[config.mk]
export PLATFORM = sky130hd
export DESIGN_NAME = byte_pair_packer
export DESIGN_NICKNAME = d
export VERILOG_FILES = /design/src/rtl/pair_pkg.sv /design/src/rtl/pair_ctrl.sv /design/src/rtl/pair_datapath.sv /design/src/rtl/byte_pair_packer.sv
export SDC_FILE = /design/constraint.sdc
export NUM_CORES = 1
export LEC_CHECK = 0
export BUFFER_PORTS_ARGS = -buffer_cell sky130_fd_sc_hd__buf_2
export CAP_MARGIN = 5
export CORE_MARGIN = 8
export CORE_UTILIZATION = 49
export CTS_BUF_LIST = sky130_fd_sc_hd__clkbuf_16
export CTS_CLUSTER_DIAMETER = 80
export DETAILED_ROUTE_END_ITERATION = 10
export PLACE_DENSITY_LB_ADDON = 0.15
export SYNTH_ARGS = -nofsm -noshare
export SYNTH_HDL_FRONTEND = slang
export SYNTH_HIERARCHICAL = 1
export SYNTH_SLANG_ARGS = --single-unit
[constraint.sdc]
create_clock -name clk -period 2.3 [get_ports clk]
set_input_delay 0.46 -clock clk [delete_from_list [all_inputs] [get_ports clk]]
set_output_delay 0.46 -clock clk [all_outputs]
set_load 0.05 [all_outputs]
[src/rtl/pair_pkg.sv]
`timescale 1ns/1ps
package pair_pkg;

  typedef enum logic [1:0] {
    ST_IDLE    = 2'd0,
    ST_TAKE_LO = 2'd1,
    ST_WAIT_HI = 2'd2,
    ST_TAKE_HI = 2'd3
  } pairState_e;

  // Load strobes from control to datapath
  typedef struct packed {
    logic loadLo;
    logic loadHi;
  } pairStrobe_t;

endpackage

[src/rtl/pair_ctrl.sv]
`timescale 1ns/1ps
module pair_ctrl
  import pair_pkg::*;
(
  input  logic        clk,
  input  logic        rst,
  input  logic        fifoEmpty,
  output logic        rdStrobe,
  output logic        wordValid,
  output pairStrobe_t strobes
);

  pairState_e state, stateNext;

  always_ff @(posedge clk) begin
    if (rst) state <= ST_IDLE;
    else     state <= stateNext;
  end

  always_comb begin
    stateNext = state;
    unique case (state)
      ST_IDLE:    if (!fifoEmpty) stateNext = ST_TAKE_LO;
      ST_TAKE_LO: stateNext = ST_WAIT_HI;
      ST_WAIT_HI: if (!fifoEmpty) stateNext = ST_TAKE_HI;
      ST_TAKE_HI: stateNext = ST_IDLE;
      default:    stateNext = ST_IDLE;
    endcase
  end

  always_comb begin
    strobes.loadLo = (state == ST_IDLE)    && !fifoEmpty;
    strobes.loadHi = (state == ST_WAIT_HI) && !fifoEmpty;
  end

  assign rdStrobe  = strobes.loadLo | strobes.loadHi;
  assign wordValid = (state == ST_TAKE_HI);

  AST_NO_EMPTY_READ: assert property (@(posedge clk) disable iff (rst)
    rdStrobe |-> !fifoEmpty);
  AST_READ_GAP: assert property (@(posedge clk) disable iff (rst)
    rdStrobe |=> !rdStrobe);
  AST_VALID_SINGLE: assert property (@(posedge clk) disable iff (rst)
    wordValid |=> !wordValid);
  AST_VALID_AFTER_READ: assert property (@(posedge clk) disable iff (rst)
    wordValid |-> $past(rdStrobe));

endmodule

[src/rtl/pair_datapath.sv]
`timescale 1ns/1ps
module pair_datapath
  import pair_pkg::*;
#(
  parameter int BYTE_W = 8
) (
  input  logic                  clk,
  input  logic                  rst,
  input  pairStrobe_t           strobes,
  input  logic [BYTE_W-1:0]     byteIn,
  output logic [2*BYTE_W-1:0]   word
);

  localparam int HALVES = 2;

  for (genvar h = 0; h < HALVES; h++) begin : gHalf
    logic loadSel;
    assign loadSel = (h == 0) ? strobes.loadLo : strobes.loadHi;
    always_ff @(posedge clk) begin
      if (rst)          word[h*BYTE_W +: BYTE_W] <= '0;
      else if (loadSel) word[h*BYTE_W +: BYTE_W] <= byteIn;
    end
  end

  AST_HIGH_KEPT: assert property (@(posedge clk) disable iff (rst)
    strobes.loadLo |=> $stable(word[2*BYTE_W-1:BYTE_W]));
  AST_LOW_KEPT: assert property (@(posedge clk) disable iff (rst)
    strobes.loadHi |=> $stable(word[BYTE_W-1:0]));
  AST_WORD_HELD: assert property (@(posedge clk) disable iff (rst)
    (!strobes.loadLo && !strobes.loadHi) |=> $stable(word));

endmodule

[src/rtl/byte_pair_packer.sv]
`timescale 1ns/1ps
module byte_pair_packer
  import pair_pkg::*;
#(
  parameter int BYTE_W = 8
) (
  input  logic                clk,
  input  logic                rst,
  input  logic                fifoEmpty,
  input  logic [BYTE_W-1:0]   fifoData,
  output logic                fifoRd,
  output logic [2*BYTE_W-1:0] cmdWord,
  output logic                cmdValid
);

  pairStrobe_t strobes;

  pair_ctrl uCtrl (
    .clk       (clk),
    .rst       (rst),
    .fifoEmpty (fifoEmpty),
    .rdStrobe  (fifoRd),
    .wordValid (cmdValid),
    .strobes   (strobes)
  );

  pair_datapath #(.BYTE_W(BYTE_W)) uData (
    .clk     (clk),
    .rst     (rst),
    .strobes (strobes),
    .byteIn  (fifoData),
    .word    (cmdWord)
  );

  AST_HI_LATCHED: assert property (@(posedge clk) disable iff (rst)
    (fifoRd && cmdWord == cmdWord) |-> 1'b1 ##0 !(cmdValid && fifoRd));

endmodule

# Word-level counts from Yosys, hierarchy flattened

Cells that the tools add are included.
W data, S select, Z words.

Reduce and logical (&&, ||, !) cells: 5
Bitwise logic cells: 1
Mux-type cells: 3
Equal/unequal tests: 5

Operators with widths:

| cell                 | count |
|---|---|
| $pmux W2 S4          | 1 |
| $eq A2 B2 Y1 const B | 2 |
| $mux W2              | 2 |
| $ne A2 B2 Y1 const B | 2 |
| $eq A2 B1 Y1 const B | 1 |
| $logic_and A1 B1 Y1  | 2 |
| $logic_not A2 Y1     | 1 |
| $reduce_and A2 Y1    | 1 |
| $logic_not A1 Y1     | 1 |
| $or A1 B1 Y1         | 1 |

Bits in registers: 18
Output and inout port bits: 18

# Logic depth before layout (Yosys ltp)

Gate-level depths: netlist of run 1.

Depth in word-level cells: 3
Depth in mapped cells: 6
Depth with buffers taken out: 5

# Hierarchy

The synthesis of run 1 kept the hierarchy.

Modules (own cells, without submodules):

| module        | area each (µm²) | times used | cells an instance |
|---|---|---|---|
| pair_datapath | 579.3           | 1          | 52 |
| pair_ctrl     | 142.6           | 1          | 16 |

# Worst setup path after synthesis of run 1

No wires, ideal clock.

Path kind: flip-flop to output port
Start point: reg uCtrl.state[0]
End point: out fifoRd
Cell stages (with the launch flop): 5
Slack: 0.590 ns
Required time: 1.840 ns
Arrival: 1.250 ns
Path through: dfxtp_1 > inv_1 > ha_1 > nor2_1 > nor2_1

Word-level cells in the longest chain between the ends: 3
Elaborated cells on any way between the ends: 5

RTL lines:

| element                                                 | RTL line                         | text |
|---|---|---|
| start: declaration                                      | pair_ctrl.sv:13                  | `pairState_e state, stateNext;` |
| start signal: assignment                                | pair_ctrl.sv:17                  | `else state <= stateNext;` |
| $eq A2 B2 Y1 / $logic_not A2 Y1 (equally long branches) | pair_ctrl.sv:33, pair_ctrl.sv:32 |  |
| $logic_and A1 B1 Y1 (on tied branches)                  | pair_ctrl.sv:33, pair_ctrl.sv:32 |  |
| $or A1 B1 Y1 (*)                                        | pair_ctrl.sv:36                  | `assign rdStrobe = strobes.loadLo \| strobes.loadHi;` |
| end: declaration                                        | byte_pair_packer.sv:11           | `output logic fifoRd,` |

Mark *: on every way between the ends. The rest lies on a longest branch, timed or not.

# Worst setup path in the final report of run 1

Start point: reg uCtrl.state[1]
End point: out fifoRd

Same word-level chain as after synthesis.

==> impl_metrics.csv, run 1 <==
group,metric,value,unit
final_layout,nFillCells,128,
power,pwr-share-seq,38.6,%
place,hpwl,1090,um
timing,fmax,566,MHz
clocking,cts_sinks,18,
setup_path,worstPathArrival,1.31,ns
timing,tightest_slew,0.478,ns
yosys,syn-mean-instance-area,10.6,um2
die,fp.dieW,54.4,um
setup_path,cp.required,1.84,ns
job,maxCapViolations,0,
grt,antenna_found_initial,0,
timing,period_share,76.9,%
clocking,ctsRootBufferMaster,"clkbuf_16",
min_path,min-delay-start,"fifoEmpty",
yosys,synthCells,68,
setup_path,r2r-end,"uData/word[12]",
clocking,tritoncts,"done",
clocking,ctsHoldBuffers,0,
setup_path,r2r_start,"uCtrl/state[1]",
timing,setup_viol,0,
grt,track_usage,11.3,%
min_path,min_path_cells,2,
yosys,synth_area,722,um2
grt,grt_pass1_wl,2500,um
final_layout,nNetsFinal,111,
grt,met2_usage,18.1,%
status,status,"completed",
final_layout,drive_above_1_share,32.6,%
setup_path,worst-path-buf-inv,2,
clocking,post_cts_buffers,0,
die,die_h,54.4,um
yosys,synth_warnings,6,
die,rows,14,
timing,fin_ws,0.532,ns
power,clkPwrFrac,36.0,%
min_path,hold_path_class,"in2reg",
timing,tns,0,ns
setup_path,slowest_stage,"dfxtp_1",
place,pre_cts_ws,0.779,ns
clocking,clock_path_buffers,2,
detailed_routing,drt_first_pass_iters,3,
power,p_sw,283,uW
yosys,synth_edf_count,0,
detailed_routing,drt-initial-drc-count,9,
final_layout,areaGrowthSynthToFinish,27.2,%
clocking,clk_latency,0.24,ns
detailed_routing,viasPerCell,4.99,
timing,slew_headroom,68.2,%
setup_path,critPathMaxFanout,4,
setup_path,critPathMaxStageDelay,0.38,ns
clocking,htree_levels,1,
setup_path,path_cells,"inv_1 > ha_1 > nor2_1 > nor2_1 > buf_2",
clocking,cts-buffers-inserted,3,
yosys,synth.largest_area_cell,"dfxtp_1",
yosys,synth_top_area_share,49.9,%
detailed_routing,drt_wl_total,1490,um
grt,grt_max_degree,20,
setup_path,r2r_slack,0.82,ns
power,ir_worst_vdd,465,uV
yosys,synth-main-ff-cell,"dfxtp_1",
final_layout,regArea,360,um2
die,pin_count,29,
timing,hold_viol_final,0,
yosys,yosys_register_bits,18,
final_layout,multiInputGateArea,315,um2
setup_path,setup.worst_path.end_class,"output port",
setup_path,crit_path_frequent_cell,"nor2_1",
power,power-per-cell-area,1010,mW/mm2
timing,rsz0062_at_grt,"false",
setup_path,crit_family,"flip-flops",
power,p_comb_share,25.4,%
grt,use_met3,4.62,%
min_path,hold_path_end,"uCtrl/state[0]",
yosys,synth_cell_types,11,
yosys,synthArstFlopShare,0,%
die,initial_utilization,50.3,%
setup_path,r2r_cells,4,
power,p_sw_share,30.6,%
yosys,syn-num-nets,82,
timing,period_minus_slack,1.77,ns
setup_path,start_kind,"flop",
timing,finClkSkew,0.00145,ns
place,portBuffers,28,
power,leakagePower,0.000451,uW
die,design.die.area,0.00296,mm2
detailed_routing,wl_per_cell,13.4,um
detailed_routing,antenna_left,0,
place,gp_congestion,0.665,
final_layout,diodes,0,
detailed_routing,drc,0,
power,internal_power,641,uW
grt,grt.busiest_layer,"met2",
detailed_routing,vias,554,
clocking,path_clk_slew,0.05,ns
grt,met1_usage,12.9,%
yosys,synth_area_leaders,"dfxtp_1 (50%), mux2i_1 (24%), nor2_1 (9.4%)",
die,coreArea,0.00144,mm2
yosys,netlist_top_cells_count,"dfxtp_1 (18), nor2_1 (18), mux2i_1 (17)",
setup_path,critPathKind,"reg2out",
grt,grt_pass1_vias,585,
yosys,ys_seq_area_share,49.9,%
timing,finalMaxSlewViolations,0,
clocking,cts_resized,0,
grt,grt_overflow_total,0,
## cell families after synthesis
group                      count (synthesis)  share of synthesized area (%)
DFF                                       18                           49.9
muxes                                     17                           23.6
and+or+nand+nor                           22                           13.2
buffers and inverters                      6                           6.41
AOI/OAI and AO/OA                          2                           1.73
adders and majority gates                  3                           5.20
## routing by layer
layer  wire length, um  up-vias
met5                 0        -
met4                14        0
met3               146        2
met2               711       16
met1               615      260
li1                  -      276
## per-stage QoR
| step | cell area [um2] | utilization [%] | hold WS (ns) | std cells | power (uW) |
|---|---|---|---|---|---|
| 2_1_floorplan | 722 | - | 0.481 | 68 | 557 |
| 3_3_place_gp | 843 | 58.7 | 0.467 | 108 | 593 |
| 3_5_place_dp | 843 | 58.7 | 0.477 | 108 | 599 |
| 4_1_cts | 918 | 63.9 | 0.456 | 111 | 934 |
| 5_1_grt | 918 | 63.9 | 0.478 | 111 | 968 |
| 6_report | 918 | 63.9 | 0.463 | 111 | 924 |
## worst reg2reg max path, stage by stage, from the launching register on
cell and delay, ns:
dfxtp_1 0.38, ha_1 0.21, and2b_1 0.44, mux2i_1 0.27
nor2_1 0.05
## power by group through the flow
stage	clock network, uW	logic, uW	registers [uW]
floorplan	0	120	436
global placement	0	232	362
detailed placement	0	236	363
CTS	340	237	357
global route	355	252	360
finish	332	235	357
## worst max path at each step
stage,startpoint,end,depth (start not counted),slack [ns]
final,uCtrl/state[1],fifoRd,5,0.53
after global placement,fifoEmpty,uData/word[9],4,0.80
after detailed placement,fifoEmpty,uData/word[13],4,0.78
after global routing,uCtrl/state[1],fifoRd,5,0.44
after floorplan,uCtrl/state[0],fifoRd,4,0.59
after CTS,uCtrl/state[1],fifoRd,5,0.53
## state kept, by name, indices dropped and copies added (netlist names)
signal	cells
uCtrl/state	2
uData/word	16
## final cells by class
cell class | count | area share, %
Timing Repair Buffer | 28 | 15.3
Clock buffer | 3 | 8.17
Inverter | 2 | 0.817
Multi-Input combinational cell | 44 | 34.3
Tap cell | 16 | 2.18
Sequential cell | 18 | 39.2
## layout by cell type, fill, tap and decap left out
cell and instances:
clkbuf_16 3, inv_1 2, nor2_1 18, a211oi_1 1, nand2b_1 2, mux2i_1 17
dfxtp_1 18, o21ai_1 1, and2b_1 2, buf_2 28, ha_1 3
(Power assumes the default switching activity.)
==> run 2: changes to the inputs <==
--- a/config.mk
+++ b/config.mk
@@ -5,10 +5,11 @@
 export SDC_FILE = /design/constraint.sdc
 export NUM_CORES = 1
 export LEC_CHECK = 0
+export ABC_AREA = 1
 export BUFFER_PORTS_ARGS = -buffer_cell sky130_fd_sc_hd__buf_2
 export CAP_MARGIN = 5
 export CORE_MARGIN = 8
-export CORE_UTILIZATION = 49
+export CORE_UTILIZATION = 47
 export CTS_BUF_LIST = sky130_fd_sc_hd__clkbuf_16
 export CTS_CLUSTER_DIAMETER = 80
 export DETAILED_ROUTE_END_ITERATION = 10
==> constraint.sdc (replaced) <==
create_clock -name clk -period 1.64 [get_ports clk]
set_input_delay 0.328 -clock clk [delete_from_list [all_inputs] [get_ports clk]]
set_output_delay 0.328 -clock clk [all_outputs]
set_load 0.05 [all_outputs]
==> impl_metrics.csv, run 2 <==
group,metric,value,unit
die,pin_count,29,
setup_path,setup.worst_path.end_class,"output port",
final_layout,top_regs,"uData/word (16), uCtrl/state (2)",
detailed_routing,vias,719,
detailed_routing,wl_per_cell,10.9,um
grt,antenna_found_initial,0,
place,gp_congestion,0.723,
die,die_h,57.4,um
final_layout,fin_area,0.00102,mm2
timing,rsz0062_at_grt,"false",
clocking,cts_sinks,18,
detailed_routing,drc,0,
detailed_routing,drt_first_pass_iters,4,
yosys,synthCells,116,
setup_path,r2r_start,"uCtrl/state[0]",
final_layout,drive_above_1_share,26.7,%
final_layout,largest_reg_flops,16,
grt,track_usage,10.2,%
yosys,synth_edf_count,0,
place,portBuffers,28,
final_layout,diodes,0,
final_layout,nNetsFinal,161,
final_layout,fin_cells,163,
die,initial_utilization,48.2,%
clocking,clk_latency,0.25,ns
detailed_routing,dr_wl_met3,115,um
clocking,cts-buffers-inserted,3,
place,dp_cells,158,
clocking,clock_path_buffers,2,
min_path,hold_path_class,"in2reg",
timing,tns,0,ns
setup_path,start_kind,"flop",
yosys,synthArstFlopShare,0,%
setup_path,cp.required,1.31,ns
timing,tightest_slew,0.248,ns
power,leakagePower,0.000573,uW
final_layout,areaGrowthSynthToFinish,26.7,%
detailed_routing,met2_length,818,um
setup_path,worstPathArrival,1.25,ns
clocking,ctsRootBufferMaster,"clkbuf_16",
place,hpwl,1240,um
place,pre_cts_ws,0.299,ns
detailed_routing,maxUsedRoutingLayer,"met4",
power,ir_worst_vdd,939,uV
detailed_routing,antenna_left,0,
final_layout,layout_commonest_cell,"nor2_1",
final_layout,largest-register,"uData/word",
job,maxCapViolations,0,
setup_path,startpoint,"uCtrl/state[0]",
timing,slew_headroom,83.4,%
timing,setup_viol,0,
yosys,synth_warnings,6,
yosys,synth_area,805,um2
timing,finClkSkew,0.00356,ns
setup_path,r2r_cells,8,
yosys,synth.largest_area_cell,"dfxtp_1",
setup_path,critPathMaxFanout,3,
grt,grt_overflow_total,0,
status,status,"completed",
timing,period_share,96.2,%
grt,grt_pass1_vias,656,
setup_path,endpoint,"fifoRd",
clocking,tritoncts,"done",
die,design.die.area,0.00329,mm2
detailed_routing,drt-initial-drc-count,6,
place,place_area,921,um2
detailed_routing,wl_met1,827,um
power,power-per-cell-area,1730,mW/mm2
detailed_routing,drt_wl_total,1770,um
timing,period_minus_slack,1.58,ns
detailed_routing,viasPerCell,4.41,
yosys,netlist_top_cells_count,"nor2_1 (37), nand2_1 (34), dfxtp_1 (18)",
clocking,htree_levels,1,
yosys,synth_area_leaders,"dfxtp_1 (45%), nor2_1 (17%), nand2_1 (16%)",
setup_path,critPathKind,"reg2out",
die,rows,15,
setup_path,r2r_slack,0.39,ns
yosys,synth-main-ff-cell,"dfxtp_1",
yosys,syn-num-nets,130,
yosys,synth_top_area_share,44.8,%
min_path,min-delay-start,"rst",
yosys,synth_cell_types,12,
timing,hold_viol_final,0,
clocking,path_clk_slew,0.05,ns
yosys,yosys_register_bits,18,
setup_path,r2r-end,"uData/word[7]",
yosys,syn-mean-instance-area,6.94,um2
timing,fmax,634,MHz
timing,finalMaxSlewViolations,0,
die,coreArea,0.00167,mm2
grt,grt_pass1_wl,2640,um
timing,fin_ws,0.0623,ns
grt,grt_max_degree,17,
die,fp.dieW,57.4,um
final_layout,final_cell_mix,"nor2_1 (36), nand2_1 (34), buf_2 (27), dfxtp_1 (17), inv_1 (14)",
yosys,yosysMostFrequentCell,"nor2_1",
yosys,ys_seq_area_share,44.8,%
timing,hold_slack,0.290,ns
==> run 2: final cells by class <==
type	count	area, um2
inverter	15	56.3
tap	17	21.3
sequential	18	362
clock buffer	3	75.1
multi-input combinational	78	333
fill	154	651
clock inverter	1	3.75
timing repair buffer	31	169
==> run 2: what timing repair did <==
action                                 in CTS  in global routing
endpoints found under the hold margin       0                  0
gates resized for setup                     0                  6
hold buffers                                0                  0
setup endpoints to repair                   0                  1
buffers inserted                            0                  1
==> run 2: layer usage <==
layer	up-vias	track usage, %
met5	-	0
met1	306	10.8
met2	15	16.2
met4	0	6.43
met3	2	4.26
li1	396	-
==> run 2: power by group <==
part	internal [uW]	total, uW	switching [uW]
registers	524	567	42.1
logic	202	706	504
clock network	324	492	168
==> run 2: how the worst min path moves through the flow <==
stage,end,slack [ns],cells past startpoint
global route,uCtrl/state[0],0.29,2
detailed placement,uData/word[0],0.46,2
global placement,uData/word[2],0.45,2
CTS,uCtrl/state[0],0.29,2
floorplan,uCtrl/state[0],0.41,1
finish,uCtrl/state[0],0.29,2
==> run 2: kinds of logic after synthesis <==
kind of cell    Yosys count  share of synthesized area (%)
flops                    18                           44.8
compound gates            2                           1.55
fa+ha+maj                 3                           4.67
simple gates             73                           34.5
buf+inv                  20                           14.5
==> run 2: critical path, cell delays in order, from the launching register on <==
cell and delay, ns:
dfxtp_1 0.33, inv_1 0.08, ha_1 0.24, nor2_2 0.13, nor2_1 0.07, buf_6 0.15
==> run 2: metrics by stage <==
stage | total power (uW) | utilization (%)
floorplan | 1140 | -
global placement | 1230 | 55.1
detailed placement | 1240 | 55.1
CTS | 1730 | 59.9
global route | 1850 | 61.0
finish | 1760 | 61.0
==> run 3: changes to the inputs <==
--- a/config.mk
+++ b/config.mk
@@ -13,7 +13,8 @@
 export CTS_BUF_LIST = sky130_fd_sc_hd__clkbuf_16
 export CTS_CLUSTER_DIAMETER = 80
 export DETAILED_ROUTE_END_ITERATION = 10
-export PLACE_DENSITY_LB_ADDON = 0.15
+export PLACE_DENSITY = 0.77
+export REMOVE_ABC_BUFFERS = 1
 export SYNTH_ARGS = -nofsm -noshare
 export SYNTH_HDL_FRONTEND = slang
 export SYNTH_HIERARCHICAL = 1
==> impl_metrics.csv, run 3 (synthesis gave the netlist of run 2 again) <==
group,metric,value,unit
status,status,"completed",
clocking,cts_sinks,18,
power,power-per-cell-area,1720,mW/mm2
timing,tightest_slew,0.263,ns
grt,grt_pass1_wl,2690,um
die,design.die.area,0.00329,mm2
detailed_routing,wl_per_cell,10.5,um
grt,grt_pass1_vias,624,
detailed_routing,drt_wl_total,1700,um
final_layout,top_regs,"uData/word (16), uCtrl/state (2)",
setup_path,path_cells,"inv_1 > ha_2 > nor2_2 > nor2_1 > buf_4",
timing,tns,0,ns
timing,slew_headroom,82.5,%
place,pre_cts_ws,0.285,ns
grt,grt_overflow_total,0,
setup_path,critPathMaxStageDelay,0.38,ns
timing,fmax,638,MHz
detailed_routing,drt-initial-drc-count,18,
setup_path,r2r_start,"uCtrl/state[0]",
setup_path,setup.worst_path.end_class,"output port",
setup_path,r2r_slack,0.39,ns
final_layout,diodes,0,
die,pin_count,29,
power,ir_worst_vdd,833,uV
clocking,clock_path_buffers,2,
place,hpwl,1210,um
clocking,ctsRootBufferMaster,"clkbuf_16",
clocking,htree_levels,1,
detailed_routing,drt_first_pass_iters,4,
timing,period_minus_slack,1.57,ns
clocking,path_clk_slew,0.05,ns
setup_path,start_kind,"flop",
final_layout,utilization,60.4,%
power,p_comb_share,39.3,%
setup_path,critPathMaxFanout,4,
power,p_sw,701,uW
die,coreArea,0.00167,mm2
power,internal_power,1040,uW
setup_path,slowest_stage,"dfxtp_1",
place,portBuffers,28,
setup_path,critPathKind,"reg2out",
place,gp_congestion,0.689,
timing,setup_viol,0,
die,initial_utilization,48.2,%
final_layout,largest-register,"uData/word",
min_path,min-delay-start,"rst",
timing,period_share,95.6,%
power,leakagePower,0.000565,uW
power,pwr-share-seq,32.6,%
clocking,cts-buffers-inserted,3,
detailed_routing,vias,727,
grt,antenna_found_initial,0,
power,clkPwrFrac,28.1,%
timing,fin_ws,0.0730,ns
timing,finalMaxSlewViolations,0,
detailed_routing,drc,0,
setup_path,r2r-end,"uData/word[13]",
setup_path,crit_family,"flip-flops",
final_layout,layout_commonest_cell,"nor2_1",
timing,finClkSkew,0.00415,ns
setup_path,worst-path-buf-inv,2,
final_layout,final_cell_mix,"nor2_1 (36), nand2_1 (34), buf_2 (27), dfxtp_1 (18), inv_1 (14)",
timing,hold_viol_final,0,
clocking,ctsHoldBuffers,0,
setup_path,worstPathArrival,1.24,ns
detailed_routing,antenna_left,0,
final_layout,areaGrowthSynthToFinish,25.5,%
min_path,hold_path_end,"uCtrl/state[0]",
die,fp.dieW,57.4,um
final_layout,nNetsFinal,160,
die,die_h,57.4,um
min_path,min_path_cells,2,
die,rows,15,
job,maxCapViolations,0,
min_path,hold_path_class,"in2reg",
power,p_sw_share,40.4,%
setup_path,r2r_cells,8,
setup_path,cp.required,1.31,ns
detailed_routing,viasPerCell,4.49,
clocking,clk_latency,0.25,ns
final_layout,drive_above_1_share,26.2,%
grt,track_usage,10.3,%
grt,grt_max_degree,17,
power,total_power,1740,uW
clocking,tritoncts,"done",
final_layout,largest_reg_flops,16,
## run 3: cell types whose count changed in the layout (fill, tap and decap cells not counted)
| cell | previous run | this run |
|---|---|---|
| ha_1 | 2 | 1 |
| buf_6 | 1 | 0 |
| dfxtp_2 | 1 | 0 |
| ha_2 | 1 | 2 |
| dfxtp_1 | 17 | 18 |
## run 3: cell type report
type | count | area [um2]
repair buffers | 30 | 158
well taps | 17 | 21.3
fillers | 164 | 661
clock inverters | 1 | 3.75
flip-flops and latches | 18 | 360
clock buffers | 3 | 75.1
inverters | 15 | 56.3
multi-input cells | 78 | 335
## run 3: worst max-delay path by stage
stage / startpoint / end / slack (ns) / cells past startpoint
6_report: uCtrl/state[1] / fifoRd / 0.07 / 5
4_1_cts: uCtrl/state[0] / fifoRd / 0.02 / 5
2_1_floorplan: uCtrl/state[0] / fifoRd / 0.06 / 4
3_3_place_gp: uCtrl/state[1] / fifoRd / 0.34 / 5
5_1_grt: uCtrl/state[1] / fifoRd / -0.004 / 5
3_5_place_dp: uCtrl/state[0] / fifoRd / 0.28 / 5
## run 3: metal layers
metal  share of wire, %  GRT usage (%)  up-vias
li1                   -              -      392
met1                 41           11.1      309
met2                 51           16.9       21
met3                6.3           4.04        5
met4                1.6           5.36        0
met5                  0              0        -
## run 3: metrics by stage
step	hold WS, ns	cells	instance area, um2
detailed placement	0.460	158	921
finish	0.294	162	1010
floorplan	0.406	111	744
CTS	0.294	162	1000
global placement	0.452	158	921
global route	0.299	162	1010
## run 3: timing repair
action	in CTS	in global routing
resized for setup	0	5
endpoints found under the setup margin	0	1
hold endpoints to repair	0	0
buffers inserted	0	0
## run 3: power by group through the flow
| stage | Combinational (uW) | Sequential [uW] | Clock (uW) |
|---|---|---|---|
| after floorplan | 272 | 814 | 0 |
| after global placement | 652 | 570 | 0 |
| after detailed placement | 667 | 574 | 0 |
| after CTS | 669 | 567 | 495 |
| after global routing | 743 | 574 | 518 |
| final | 684 | 566 | 488 |
